$ cat src/rtl/tmr4_pkg.sv
package tmr4_pkg;
  localparam int CTRL_W  = 8;
  localparam int CB_ONE  = 0;
  localparam int CB_WIDE = 1;
  localparam int CB_PRE  = 2;
  localparam int CB_PER  = 6;
  localparam int CB_EN   = 7;
  localparam int DIV_MID = 16;
  localparam int DIV_HI  = 256;

  typedef enum logic [1:0] {
    R_LOAD = 2'd0, R_VAL = 2'd1, R_CTRL = 2'd2, R_BG = 2'd3
  } chreg_e;

  typedef enum logic [1:0] {
    S_MASK = 2'd0, S_RAW = 2'd1, S_MIS = 2'd2, S_CLR = 2'd3
  } shreg_e;
endpackage

$ cat src/rtl/tmr4_prescale.sv
module tmr4_prescale
  import tmr4_pkg::*;
(
  input  logic       clk,
  input  logic       rst,
  input  logic       run,
  input  logic       restart,
  input  logic [1:0] sel,
  output logic       tick
);
  localparam int CW = $clog2(DIV_HI);

  logic [CW-1:0] cnt;
  logic [CW-1:0] limit;

  always_comb begin
    case (sel)
      2'b00:   limit = '0;
      2'b01:   limit = CW'(DIV_MID - 1);
      default: limit = CW'(DIV_HI - 1);
    endcase
  end

  assign tick = run && !restart && (cnt == limit);

  always_ff @(posedge clk) begin
    if (rst || restart || !run) cnt <= '0;
    else if (cnt == limit)      cnt <= '0;
    else                        cnt <= cnt + 1'b1;
  end


  tick_gap_chk: assert property (@(posedge clk) disable iff (rst)
    (tick && sel != 2'b00) |=> !tick);
endmodule

$ cat src/rtl/tmr4_channel.sv
module tmr4_channel
  import tmr4_pkg::*;
#(
  parameter int DW = 32
) (
  input  logic              clk,
  input  logic              rst,
  input  logic              ld_we,
  input  logic              bg_we,
  input  logic              ctrl_we,
  input  logic [DW-1:0]     wdata,
  output logic [CTRL_W-1:0] ctrl_q,
  output logic [DW-1:0]     val_rd,
  output logic [DW-1:0]     bg_q,
  output logic              evt
);
  localparam int HALF = DW / 2;
  localparam logic [DW-1:0] HALF_MASK = {{(DW-HALF){1'b0}}, {HALF{1'b1}}};

  logic [DW-1:0] val_q;
  logic [DW-1:0] lowmask;
  logic [DW-1:0] cur;
  logic          step;
  logic          oneshot;
  logic          periodic;
  logic          end_hit;

  tmr4_prescale u_pre (
    .clk     (clk),
    .rst     (rst),
    .run     (ctrl_q[CB_EN]),
    .restart (ctrl_we),
    .sel     (ctrl_q[CB_PRE+1:CB_PRE]),
    .tick    (step)
  );

  assign lowmask  = ctrl_q[CB_WIDE] ? {DW{1'b1}} : HALF_MASK;
  assign cur      = val_q & lowmask;
  assign oneshot  = ctrl_q[CB_ONE];
  assign periodic = ctrl_q[CB_PER] && !oneshot;
  assign end_hit  = oneshot ? (cur <= DW'(1)) : (cur == '0);
  assign evt      = step && end_hit && !ld_we;
  assign val_rd   = cur;

  always_ff @(posedge clk) begin
    if (rst) begin
      ctrl_q <= '0;
      bg_q   <= '0;
      val_q  <= '0;
    end else begin
      if (ctrl_we)              ctrl_q        <= wdata[CTRL_W-1:0];
      else if (evt && oneshot)  ctrl_q[CB_EN] <= 1'b0;
      if (bg_we) bg_q <= wdata;
      if (ld_we) begin
        val_q <= wdata;
      end else if (step) begin
        if (end_hit) begin
          if (oneshot)       val_q <= '0;
          else if (periodic) val_q <= bg_q & lowmask;
          else               val_q <= lowmask;
        end else begin
          val_q <= cur - 1'b1;
        end
      end
    end
  end


  oneshot_stop_chk: assert property (@(posedge clk) disable iff (rst)
    (evt && ctrl_q[CB_ONE] && !ctrl_we) |=> !ctrl_q[CB_EN]);

  wrap_chk: assert property (@(posedge clk) disable iff (rst)
    (evt && !ctrl_q[CB_ONE] && !ctrl_q[CB_PER]) |=> val_q == $past(lowmask));

  hold_chk: assert property (@(posedge clk) disable iff (rst)
    (!step && !ld_we) |=> $stable(val_q));
endmodule

$ cat src/rtl/tmr4_irq.sv
module tmr4_irq #(
  parameter int NCH = 4
) (
  input  logic           clk,
  input  logic           rst,
  input  logic [NCH-1:0] evt,
  input  logic           mask_we,
  input  logic           clr_we,
  input  logic [NCH-1:0] wdata,
  output logic [NCH-1:0] mask_q,
  output logic [NCH-1:0] raw_q,
  output logic           irq_o
);
  logic [NCH-1:0] clr_bits;

  assign clr_bits = clr_we ? wdata : '0;

  always_ff @(posedge clk) begin
    if (rst) begin
      mask_q <= '0;
      raw_q  <= '0;
      irq_o  <= 1'b0;
    end else begin
      if (mask_we) mask_q <= wdata;
      raw_q <= (raw_q & ~clr_bits) | evt;
      irq_o <= |(raw_q & mask_q);
    end
  end


  clr_chk: assert property (@(posedge clk) disable iff (rst)
    clr_we |=> (raw_q & $past(wdata & ~evt)) == '0);

  irq_low_chk: assert property (@(posedge clk) disable iff (rst)
    ((raw_q & mask_q) == '0) |=> !irq_o);
endmodule

$ cat src/rtl/tmr4_top.sv
module tmr4_top
  import tmr4_pkg::*;
#(
  parameter int NCH = 4,
  parameter int DW  = 32,
  parameter int AW  = 8
) (
  input  logic          clk,
  input  logic          rst,
  input  logic [AW-1:0] bus_addr,
  input  logic [DW-1:0] bus_wdata,
  input  logic          bus_wr,
  input  logic          bus_rd,
  output logic [DW-1:0] bus_rdata,
  output logic          irq
);
  localparam int BW = AW - 4;

  logic [BW-1:0]     blk;
  logic [1:0]        rsel;
  logic              aligned;
  logic              sh_wr;
  logic [NCH-1:0]    evt;
  logic [NCH-1:0]    mask_q;
  logic [NCH-1:0]    raw_q;
  logic [CTRL_W-1:0] ctrl_a [NCH];
  logic [DW-1:0]     val_a  [NCH];
  logic [DW-1:0]     bg_a   [NCH];
  logic [DW-1:0]     rd_mux;

  assign blk     = bus_addr[AW-1:4];
  assign rsel    = bus_addr[3:2];
  assign aligned = (bus_addr[1:0] == 2'b00);
  assign sh_wr   = bus_wr && aligned && (blk == '0);

  for (genvar i = 0; i < NCH; i++) begin : gen_ch
    localparam logic [BW-1:0] MYBLK = BW'(i + 1);
    logic hit;
    assign hit = bus_wr && aligned && (blk == MYBLK);
    tmr4_channel #(.DW(DW)) u_ch (
      .clk     (clk),
      .rst     (rst),
      .ld_we   (hit && rsel == R_LOAD),
      .bg_we   (hit && rsel == R_BG),
      .ctrl_we (hit && rsel == R_CTRL),
      .wdata   (bus_wdata),
      .ctrl_q  (ctrl_a[i]),
      .val_rd  (val_a[i]),
      .bg_q    (bg_a[i]),
      .evt     (evt[i])
    );
  end

  tmr4_irq #(.NCH(NCH)) u_irq (
    .clk     (clk),
    .rst     (rst),
    .evt     (evt),
    .mask_we (sh_wr && rsel == S_MASK),
    .clr_we  (sh_wr && rsel == S_CLR),
    .wdata   (bus_wdata[NCH-1:0]),
    .mask_q  (mask_q),
    .raw_q   (raw_q),
    .irq_o   (irq)
  );

  always_comb begin
    rd_mux = '0;
    if (blk == '0) begin
      case (rsel)
        S_MASK:  rd_mux = DW'(mask_q);
        S_RAW:   rd_mux = DW'(raw_q);
        S_MIS:   rd_mux = DW'(raw_q & mask_q);
        default: rd_mux = '0;
      endcase
    end
    for (int i = 0; i < NCH; i++) begin
      if (blk == BW'(i + 1)) begin
        case (rsel)
          R_CTRL:  rd_mux = DW'(ctrl_a[i]);
          R_BG:    rd_mux = bg_a[i];
          default: rd_mux = val_a[i];
        endcase
      end
    end
  end

  always_ff @(posedge clk) begin
    if (rst)         bus_rdata <= '0;
    else if (bus_rd) bus_rdata <= rd_mux;
  end
endmodule

$ cat config.mk
export PLATFORM = sky130hd
export DESIGN_NAME = tmr4_top
export DESIGN_NICKNAME = d
export VERILOG_FILES = /design/src/rtl/tmr4_pkg.sv /design/src/rtl/tmr4_prescale.sv /design/src/rtl/tmr4_channel.sv /design/src/rtl/tmr4_irq.sv /design/src/rtl/tmr4_top.sv
export SDC_FILE = /design/constraint.sdc
export NUM_CORES = 1
export LEC_CHECK = 0
export ABC_AREA = 1
export BUFFER_PORTS_ARGS = -buffer_cell sky130_fd_sc_hd__buf_2
export CORE_MARGIN = 10
export CORE_UTILIZATION = 31
export DETAILED_ROUTE_END_ITERATION = 7
export GPL_TIMING_DRIVEN = 0
export PLACE_DENSITY = 0.54
export SETUP_SLACK_MARGIN = 0.1
export SYNTH_ARGS = -nofsm -noshare
export SYNTH_HDL_FRONTEND = slang
export SYNTH_SLANG_ARGS = --single-unit
$ cat constraint.sdc
create_clock -name clk -period 4.95 [get_ports clk]
set_input_delay 0.495 -clock clk [delete_from_list [all_inputs] [get_ports clk]]
set_output_delay 0.495 -clock clk [all_outputs]
set_load 0.05 [all_outputs]
==> run metrics <==
status finished clean; Setup Fix Bufs, Post-CTS 0; Worst-Margin Slew between 1 and 1.5 ns; Worst slew margin 0.0324; post_cts resized 0; H-tree depth 2; Congestion Overflow GR 0; hold path start bus_wdata[0]; Post-synth top cells nand2_1 (1034), inv_1 (450), a21oi_1 (364); global router's overall resource usage 0.268; M1 GR Usage 0.371; critical path class input port to flop; static leakage around 0.012 uW; worst-skew pair later-pin latency 0.62 ns; number of CTS-inserted buffers 45; number of nets with antenna violations after routing 0; DP Cell Count 4886; die area ~86000 um2; share of the synthesized area in the top cell type 0.312; CTS tree built; Core Area 74300 um2; Yosys top cell by area dfxtp_1; critical path, cell by cell buf_2 -> inv_2 -> clkbuf_1 -> clkbuf_1 -> a21oi_1 -> o221ai_1 -> nor2_1 -> nor2_1; fillers around 8400; synthesized area between 20000 and 25000 um2; CTS root buffer clkbuf_16; total power divided by cell area ~270 nW/um2; Area Overhead vs Synth 13.0%; initial core utilization 0.312; initial antenna violation count 9; number of synthesized register bits ~360; clk buf depth 3; worst r2r src gen_ch[1].u_ch.val_q[0]$_SDFFE_PP0P_; clock skew around 0.024 ns; non-filler cells, final just under 5000; Arr. time, crit path between 3 and 4 ns; area of the multi-input gates ~13000 um2; Mapped Cells approximately 3800; unrepaired setup endpoints after global routing false; crit path max fanout 10; Die Span Y between 200 and 300 um; drc violations 0; Most Used Layer, Global Route met2; GRT met2 Usage 0.387; upper clock frequency limit around 350 MHz; first-pass GRT wire length 171000 um; Period Utilization, post-route 0.585; Routed wire per std cell around 24 um; slowest stage delay, CP between 0.8 and 0.9 ns; 1st-iter DRT viols between 3000 and 4000; CP delay by family, top buffers and inverters; RD Place Congestion ~1.1; Ys Warns 0; Mean Syn Cell Area between 6 and 7 um2; Final Hold Vio Count 0; top-count cell post-synth nand2_1; # IOs 77; sequential-to-total area share from yosys stat 0.312; Final HPWL DP around 90000 um; largest net degree at the start of global routing 13; global routing met3 resource utilization 0.0609; Core Rows 100; Port Buffer Count 74; Max-Cap Viols 0; top area cells in the synthesized netlist dfxtp_1 (31%), nand2_1 (17%), a21oi_1 (7.9%); critical path endpoint category flop; Reg area a little over 7000 um2; Final Setup Violations 0; vias per cell 5.44; Layout Nets between 4000 and 5000; die width 294 um; setup_tns 0 ns; First-pass DRT Iterations 6; WP buf/inv 4; share of post-route cells with drive strength above 1 0.0726; Hold-fix buffers, CTS 0; Slowest cell on crit path clkbuf_1; worst path required time about 5.5 ns; CTS clk-pin slew, worst paths roughly 0.060 ns; CTS sink cnt approximately 360; Max Transition Viols Final 0; final wirelength 120000 um; final worst slack just over 2 ns; Main synth FF type dfxtp_1; DP Worst Slack ~1.7 ns; ys async rst share 0; Crit. Startpoint bus_addr[3]; fin crit period 2.90 ns; worst hold path class input port to flop; EDFF count, synth 0; routed via count 27000; vias in the first global route 24500; VDD IR max approximately 220 uV; count of cell types in the netlist 44; Critical Path Start Type input port; Synth Net Count 3903
==> cell usage in the layout, fill, tap and decap left out, types with 3 or more instances in the layout <==
cell	count
nand4_1	56
o211ai_1	7
a21oi_1	364
xor2_1	62
a22oi_1	12
ha_1	16
xnor2_1	8
buf_2	125
nand3_2	5
buf_4	9
nor3b_1	7
nand2_2	17
clkbuf_16	45
inv_1	450
inv_2	22
nor2_4	5
nand2_1	1034
a211oi_1	3
nor2_1	331
dfxtp_1	361
o21ai_0	352
clkbuf_1	157
nand3_1	321
clkinv_2	5
o211ai_2	10
clkbuf_8	12
buf_1	7
buf_6	8
nor3_1	9
clkinv_1	9
o22ai_1	84
or2_0	3
o221ai_1	10
o21ai_1	4
nand3b_1	11
a41oi_1	17
nor2_2	15
==> layer usage <==
layer,wire [um],vias up,part of all wire
met3,14100,254,0.12
li1,-,12700,-
met4,6090,2,0.051
met2,48100,1488,0.40
met5,10,-,0.000084
met1,51300,12600,0.43
==> area by class of cell <==
| cell class | count | area share |
|---|---|---|
| multi-input cells | 2777 | 0.502 |
| flip-flops and latches | 361 | 0.276 |
| plain buffers | 224 | 0.0381 |
| inverters | 481 | 0.0689 |
| well taps | 969 | 0.0462 |
| clock inverters | 10 | 0.00420 |
| repair buffers | 74 | 0.0141 |
| clock buffers | 66 | 0.0505 |
| diodes | 2 | 0.000191 |
==> sequential cells by signal, summed over array words and instances, names as in the netlist <==
| register | cells |
|---|---|
| bus_rdata | 32 |
| gen_ch.u_ch.bg_q | 128 |
| u_irq.mask_q | 4 |
| gen_ch.u_ch.u_pre.cnt | 32 |
| u_irq.irq_o | 1 |
| u_irq.raw_q | 4 |
| gen_ch.u_ch.ctrl_q | 32 |
| gen_ch.u_ch.val_q | 128 |
==> worst min-delay path, delay by kind of cell <==
kind            cells  cell delay (ns)
buf+inv             2             0.24
compound gates      1             0.07
==> stage by stage <==
stage	hold WS, ns	total power (uW)	cell area [um2]	utilization
3_3_place_gp	0.437	3600	24800	0.333
4_1_cts	0.230	6940	26200	0.353
5_1_grt	0.268	7100	26200	0.353
6_report	0.252	6950	26200	0.353
2_1_floorplan	0.424	3290	23200	-
3_5_place_dp	0.449	3600	24800	0.333
==> logic make-up (layout without fill, tap and decap cells) <==
kind of cell,count (synthesis),after routing,share of synthesized area
other,0,2,0
xor gates and xnor gates,70,70,0.0264
adders and majority gates,16,16,0.00863
and+or+nand+nor,1821,1821,0.329
AOI/OAI and AO/OA,870,870,0.203
buffers and inverters,705,855,0.121
DFF,361,361,0.312
==> report_power, final <==
part           leakage, uW  internal [uW]  switching (uW)
Clock             0.000708           1940            1450
Sequential         0.00291           2920            19.5
Combinational      0.00794            112             507
Total               0.0116           4980            1970
==> final timing paths <==
path | to | slack (ns) | cells past startpoint
worst max-delay path | bus_rdata[5]$_SDFFE_PP0P_ | 2.05 | 8
worst min-delay path | u_irq.mask_q[0]$_SDFFE_PP0P_ | 0.25 | 3
worst max register to register | gen_ch[1].u_ch.val_q[17]$_SDFFE_PP0P_ | 2.37 | 10
worst min register to register | gen_ch[1].u_ch.u_pre.cnt[0]$_SDFF_PP0_ | 0.46 | 1
(Power assumes the default switching activity.)
